## src/rtl/lru_bank_tracker.sv

```systemverilog
module lru_bank_tracker #(
  parameter int BANK_W = 3,
  parameter int ROW_W  = 14,
  parameter int DEPTH  = 4,
  parameter int GAP    = 2
) (
  input  logic              clk,
  input  logic              rst_n,
  input  logic              req_valid,
  input  logic [BANK_W-1:0] req_bank,
  input  logic [ROW_W-1:0]  req_row,
  input  logic              req_rd,
  input  logic              req_conflict,
  output logic              req_ready,
  output logic [2:0]        cmd_op,
  output logic [BANK_W-1:0] cmd_bank,
  output logic [ROW_W-1:0]  cmd_row
);
  localparam int IDX_W = (DEPTH > 1) ? $clog2(DEPTH) : 1;
  localparam int CNT_W = (GAP > 0) ? $clog2(GAP + 1) : 1;
  localparam logic [2:0] OP_NOP = 3'd0, OP_PRE = 3'd1, OP_ACT = 3'd2,
                         OP_RD  = 3'd3, OP_WR  = 3'd4;

  typedef enum logic [1:0] {ST_IDLE, ST_PRE_GAP, ST_ACT_GAP, ST_LAST} state_t;

  state_t             state;
  logic [CNT_W-1:0]   gap_cnt;
  logic [BANK_W-1:0]  pnd_b;
  logic [ROW_W-1:0]   pnd_r;
  logic               pnd_rd;

  logic               ent_v [DEPTH];
  logic [BANK_W-1:0]  ent_b [DEPTH];
  logic [ROW_W-1:0]   ent_r [DEPTH];

  logic               accept, any_match, row_hit, need_pre, full, hint_unused;
  logic [IDX_W-1:0]   match_idx, first_free, tgt;
  logic [BANK_W-1:0]  victim_b;
  logic [ROW_W-1:0]   victim_r;

  assign req_ready   = (state == ST_IDLE);
  assign accept      = req_valid && req_ready;
  assign full        = ent_v[DEPTH-1];
  assign hint_unused = req_conflict;

  always_comb begin
    any_match  = 1'b0;
    match_idx  = '0;
    first_free = IDX_W'(DEPTH - 1);
    for (int i = DEPTH - 1; i >= 0; i--) begin
      if (ent_v[i] && ent_b[i] == req_bank) begin
        any_match = 1'b1;
        match_idx = IDX_W'(i);
      end
      if (!ent_v[i]) first_free = IDX_W'(i);
    end
  end

  assign row_hit  = any_match && (ent_r[match_idx] == req_row);
  assign need_pre = any_match ? !row_hit : full;
  assign tgt      = any_match ? match_idx : (full ? IDX_W'(DEPTH - 1) : first_free);
  assign victim_b = ent_b[tgt];
  assign victim_r = ent_r[tgt];

  always_ff @(posedge clk) begin
    if (!rst_n) begin
      for (int i = 0; i < DEPTH; i++) begin
        ent_v[i] <= 1'b0;
        ent_b[i] <= '0;
        ent_r[i] <= '0;
      end
    end else if (accept) begin
      for (int i = 1; i < DEPTH; i++) begin
        if (IDX_W'(i) <= tgt) begin
          ent_v[i] <= ent_v[i-1];
          ent_b[i] <= ent_b[i-1];
          ent_r[i] <= ent_r[i-1];
        end
      end
      ent_v[0] <= 1'b1;
      ent_b[0] <= req_bank;
      ent_r[0] <= req_row;
    end
  end

  always_ff @(posedge clk) begin
    if (!rst_n) begin
      state    <= ST_IDLE;
      gap_cnt  <= '0;
      pnd_b    <= '0;
      pnd_r    <= '0;
      pnd_rd   <= 1'b0;
      cmd_op   <= OP_NOP;
      cmd_bank <= '0;
      cmd_row  <= '0;
    end else begin
      case (state)
        ST_IDLE: begin
          cmd_op <= OP_NOP;
          if (accept) begin
            if (row_hit) begin
              cmd_op   <= req_rd ? OP_RD : OP_WR;
              cmd_bank <= req_bank;
              cmd_row  <= req_row;
            end else begin
              pnd_b   <= req_bank;
              pnd_r   <= req_row;
              pnd_rd  <= req_rd;
              gap_cnt <= CNT_W'(GAP);
              if (need_pre) begin
                cmd_op   <= OP_PRE;
                cmd_bank <= victim_b;
                cmd_row  <= victim_r;
                state    <= ST_PRE_GAP;
              end else begin
                cmd_op   <= OP_ACT;
                cmd_bank <= req_bank;
                cmd_row  <= req_row;
                state    <= ST_ACT_GAP;
              end
            end
          end
        end
        ST_PRE_GAP: begin
          if (gap_cnt == '0) begin
            cmd_op   <= OP_ACT;
            cmd_bank <= pnd_b;
            cmd_row  <= pnd_r;
            gap_cnt  <= CNT_W'(GAP);
            state    <= ST_ACT_GAP;
          end else begin
            cmd_op  <= OP_NOP;
            gap_cnt <= gap_cnt - 1'b1;
          end
        end
        ST_ACT_GAP: begin
          if (gap_cnt == '0) begin
            cmd_op   <= pnd_rd ? OP_RD : OP_WR;
            cmd_bank <= pnd_b;
            cmd_row  <= pnd_r;
            state    <= ST_LAST;
          end else begin
            cmd_op  <= OP_NOP;
            gap_cnt <= gap_cnt - 1'b1;
          end
        end
        default: begin
          cmd_op <= OP_NOP;
          state  <= ST_IDLE;
        end
      endcase
    end
  end
endmodule

```

## config.mk

```make
export PLATFORM = sky130hd
export DESIGN_NAME = lru_bank_tracker
export DESIGN_NICKNAME = d
export VERILOG_FILES = /design/src/rtl/lru_bank_tracker.sv
export SDC_FILE = /design/constraint.sdc
export NUM_CORES = 1
export LEC_CHECK = 0
export BUFFER_PORTS_ARGS = -buffer_cell sky130_fd_sc_hd__buf_2
export CAP_MARGIN = 40
export CELL_PAD_IN_SITES_DETAIL_PLACEMENT = 0
export CELL_PAD_IN_SITES_GLOBAL_PLACEMENT = 1
export CORE_UTILIZATION = 35
export DETAILED_ROUTE_END_ITERATION = 8
export PLACE_DENSITY_LB_ADDON = 0.1
export REMOVE_ABC_BUFFERS = 1
export SYNTH_ARGS = -nofsm -noshare
export SYNTH_HDL_FRONTEND = slang
export SYNTH_SLANG_ARGS = --single-unit
```

## constraint.sdc

```tcl
create_clock -name clk -period 3.67 [get_ports clk]
set_clock_uncertainty 0.2 [all_clocks]
set_input_delay 0.5505 -clock clk [delete_from_list [all_inputs] [get_ports clk]]
set_output_delay 0.5505 -clock clk [all_outputs]
set_load 0.02 [all_outputs]
```

* Word level (Yosys, flattened, before mapping) *
Memory sizes are Yosys's and may differ from the RTL's.
Cells that the tools add are included.

storage, ports and cells
  flip-flop bits (word level) = 42
  latch bits = 0
  RAM bits = 72
  ROM bits = 0
  output and inout port bits = 21
  memories = 3

cells by class
  $add $sub $neg = 1
  multipliers = 0
  div/mod/pow operators = 0
  magnitude comparators = 3
  equal/unequal tests = 13
  shift-type cells = 0
  mux-type cells = 71
  bitwise logic cells = 13
  reductions and logical operators = 16

memory list
  name   depth  bits a word  read ports  clocked after memory_dff  wr ports  line  text
  ent_r  4      14           5           0                         4         34    logic [ROW_W-1:0] ent_r [DEPTH];
  ent_b  4      3            5           0                         4         33    logic [BANK_W-1:0] ent_b [DEPTH];
  ent_v  4      1            4           0                         4         32    logic ent_v [DEPTH];

operators with widths
  cell                                                            count
  two-way mux 14 bit                                              8
  two-way mux 3 bit                                               13
  two-way mux 2 bit                                               19
  one-hot mux 14 bit (2 select lines)                             1
  two-way mux 1 bit                                               26
  == test 14 bit                                                  1
  == test 3 bit                                                   4
  OR 1 bit                                                        12
  one-hot mux 2 bit (3 select lines)                              2
  one-hot mux 3 bit (3 select lines)                              1
  != test 2 bit (second input constant)                           4
  AND reduction 4 bit                                             2
  logical AND 1 bit                                               6
  one-hot mux 3 bit (2 select lines)                              1
  AND reduction 3 bit                                             2
  less-or-equal comparator 2 bit (first input constant)           2
  zero test 2 bit                                                 2
  != test 2 x 1 -> 1 bit (second input constant)                  2
  nonzero test 3 bit                                              1
  == test 2 x 1 -> 1 bit (second input constant)                  1
  == test 2 bit (second input constant)                           1
  less-or-equal comparator 1 x 2 -> 1 bit (first input constant)  1
  nonzero test 2 bit                                              1
  OR reduction 2 bit                                              1
  3 further kinds                                                 3

* Logic depth before layout (Yosys ltp) *
An unclocked memory read counts as a cell.

  word-level depth = 16
  depth in mapped cells = 15
  mapped depth without buffers = 10

* Worst setup path before layout *
OpenSTA, ideal clock, no wires.

  path type = input-to-reg
  start = input port req_bank[2]
  end = memory ent_b[3][0] (enable)
  setup time = 0.375 ns
  arrival = 2.984 ns
  required time = 3.095 ns
  path slack = 0.112 ns
  stages on the path = 10
  buffers on the path = 4
  path through = buf_4 > xnor2_1 > nand4_1 > nand2_1 > o32ai_1 > buf_2 > buf_2 > clkbuf_1 > nand3_1 > nand2_1

RTL lines
  item                line  text
  start: declaration  10    input logic [BANK_W-1:0] req_bank,
  end: declaration    33

==> results.py <==
metrics = {
    "route": {
        "via_count": 5343,
        "routedWlPerCell_um": 21.81,
        "drtIter0Drc": 373,
        "via_per_inst": 5.672,
        "ant_nets": 0,
        "drcViolationCount": 0,
        "drt_pass1_iterations": 4,
        "routed_wl_mm": 20.55,
    },
    "final_layout": {
        "utilization_pct": 44.13,
        "final_nets": 729,
        "n_antenna_cell": 0,
        "mostFrequentLayoutCells": "69 x edfxtp_1, 60 x buf_4, 54 x nand2_1",
        "layout.cells.non_filler": 942,
        "area_growth_pct": 23.48,
        "drive_gt1_share_pct": 25.25,
        "design_area_um2": 7955,
        "layout_commonest_cell": "edfxtp_1",
    },
    "status": {
        "status": "complete, no violations",
    },
    "timing": {
        "slew_viol_final": 0,
        "hold_viol": 0,
        "hold_ws_ps": 207.9,
        "layout_min_cycle_time_ps": 3456,
        "relSlewSlack_pct": 58.81,
        "fin_crit_sh_pct": 94.18,
        "fmax_mhz": 289.3,
        "rsz0062_at_grt": "no",
        "tns_ps": 0,
        "finalSetupViolCount": 0,
        "tightest_slew_ps": 617.8,
    },
    "global_route": {
        "first_global_vias": 5245,
        "overflow": 0,
        "antenna_found_initial": 0,
        "grt_max_degree": 35,
        "grt_first_pass_wirelength_mm": 31.47,
        "grt_use_total_pct": 23.10,
    },
    "place": {
        "place_area_um2": 7320,
        "gp_congestion": 0.8170,
        "port_buffers": 41,
        "dpl.hpwl_mm": 14.53,
        "place_inst": 910,
    },
    "pwr": {
        "ir_drop_uv": 380.6,
        "powerDensity_nw_per_um2": 669.5,
        "p_leak_nw": 3.158,
    },
    "worst_setup_path": {
        "cp_cell_sequence": "xnor2_4 -> and4_2 -> buf_4 -> nor4_1 -> a2111oi_1 -> buf_4 -> xnor2_1 -> nand3_1 -> nor4_4 -> and2_1 -> buf_4 -> a2bb2oi_2 -> mux2i_1",
        "worst_path_most_repeated_cell": "buf_4",
        "cp_max_fo": 5,
        "cp-end-kind": "register",
        "timing_worst_setup_path_type": "reg -> reg",
        "cp_slowest_stage_delay_ps": 490,
        "slowest_stage": "edfxtp_1",
        "arrival_ps": 3610,
        "start_kind": "register",
        "cp.required_ps": 3820,
    },
    "floorplanning": {
        "initial_utilization_pct": 35.74,
        "rows": 49,
        "die_w_um": 137.7,
        "die-area_um2": 18950,
        "io_pins": 43,
        "coreArea_um2": 18020,
        "die_h_um": 137.7,
    },
    "synth": {
        "ys.flop_type": "edfxtp_1",
        "ys_ff_latch": 114,
        "yosysWarningCount": 0,
        "syn_area_per_cell_um2": 10.36,
        "synth_top_area_share_pct": 32.16,
        "synth-seq-area-share_pct": 46.14,
        "synth.cell_area_um2": 6442,
        "synth_area_leaders": "edfxtp_1 32%, dfxtp_1 14%, o211ai_1 5.8%",
        "ys_async_sr_fraction_pct": 0,
        "yosys.area.top_type": "edfxtp_1",
        "ys_types": 69,
        "synth_edf_count": 69,
        "synthCells": 622,
    },
    "clock_network": {
        "clock-root-buffer": "clkbuf_16",
        "clockBufferDepth": 2,
        "holdBufCountCts": 0,
        "clk_pin_slew_ps": 60,
        "cts.sinks": 114,
        "insertion_delay_ps": 420,
        "cts_tree": "built",
        "htreeDepth": 4,
        "cts_buffers": 17,
    },
    "min_path": {
        "hp-class": "in -> reg",
    },
    "flow_run": {
        "drv_cap": 0,
    },
}
cells by family after synthesis:
kind of cell             after synthesis  synth area share, %
multiplexers                          36                5.885
buffers and inverters                 62                4.642
flip-flops                           114                46.14
AND/OR/NAND/NOR                      203                17.79
XOR/XNOR                              13                2.641
AO/OA/AOI/OAI                        187                21.54
adder cells (fa/ha/maj)                7                1.359
layer usage:
| layer | up-vias | part of all wire, % | GRT usage, % | wire length [um] |
|---|---|---|---|---|
| met4 | 0 | 1.7 | 7.937 | 348 |
| met5 | - | 0 | 0 | 0 |
| met2 | 129 | 48 | 37.07 | 9777 |
| met1 | 2660 | 46 | 31.32 | 9521 |
| li1 | 2528 | - | - | - |
| met3 | 26 | 4.4 | 3.753 | 900 |
final timing paths:
| kind | from | to | slack (ps) | cells after the start |
|---|---|---|---|---|
| hold / removal | req_rd | pnd_rd | 210 | 3 |
| hold reg to reg | pnd_r[3] | pnd_r[3] | 270 | 2 |
| setup / recovery | ent_b[3][0] | gap_cnt[0] | 210 | 13 |
| setup reg to reg | ent_b[3][0] | gap_cnt[0] | 210 | 13 |
registers in the layout, indices dropped and copies added, names as in the netlist:
name      flops
cmd_op        3
ent_b        12
pnd_r        14
cmd_bank      3
cmd_row      14
gap_cnt       2
pnd_rd        1
pnd_b         3
state         2
ent_r        56
ent_v         4
area by class of cell:
cell class | instances | area (um2)
Inverter | 13 | 48.80
Tap cell | 229 | 286.5
Multi-Input combinational cell | 446 | 3238
Timing Repair Buffer | 108 | 795.8
Clock buffer | 25 | 549.3
Fill cell | 1807 | 10070
Sequential cell | 114 | 2973
Clock inverter | 7 | 63.81
critical path, delay by kind of cell, from the launching register on:
kind	cells	cell delay, ps
compound gates	2	540
xor+xnor	2	350
buf+inv	3	530
flops	1	490
mux	1	210
simple gates	5	1070
cells in the mapped netlist (all sizes together), types with 6 or more instances:
| cell type | n |
|---|---|
| a21boi | 19 |
| a21oi | 11 |
| a22oi | 17 |
| and2 | 37 |
| and3 | 36 |
| buf | 21 |
| clkbuf | 28 |
| dfxtp | 45 |
| edfxtp | 69 |
| ha | 7 |
| inv | 13 |
| mux2 | 15 |
| mux2i | 21 |
| nand2 | 55 |
| nand3 | 6 |
| nand4 | 8 |
| nor2 | 23 |
| nor3 | 11 |
| o211ai | 51 |
| o21a | 6 |
| o21ai | 34 |
| xnor2 | 13 |
power by group:
| part | switching, mW | internal [mW] |
|---|---|---|
| logic | 1.09 | 0.679 |
| clock network | 0.600 | 1.10 |
| registers | 0.189 | 1.67 |
metrics by stage:
stage                     setup WS, ps  power [mW]
after global routing             19.20       5.581
final                            213.7       5.326
after global placement          -167.8       3.604
after floorplan                  -3109       2.892
after CTS                        56.97       5.353
after detailed placement        -230.1       3.640
repair_timing:
item                                    in CTS  in global routing
gates resized for setup                      0                  8
setup buffers                                0                  0
endpoints found under the setup margin       0                 41
No activity file was read; power rests on OpenSTA's default activity.
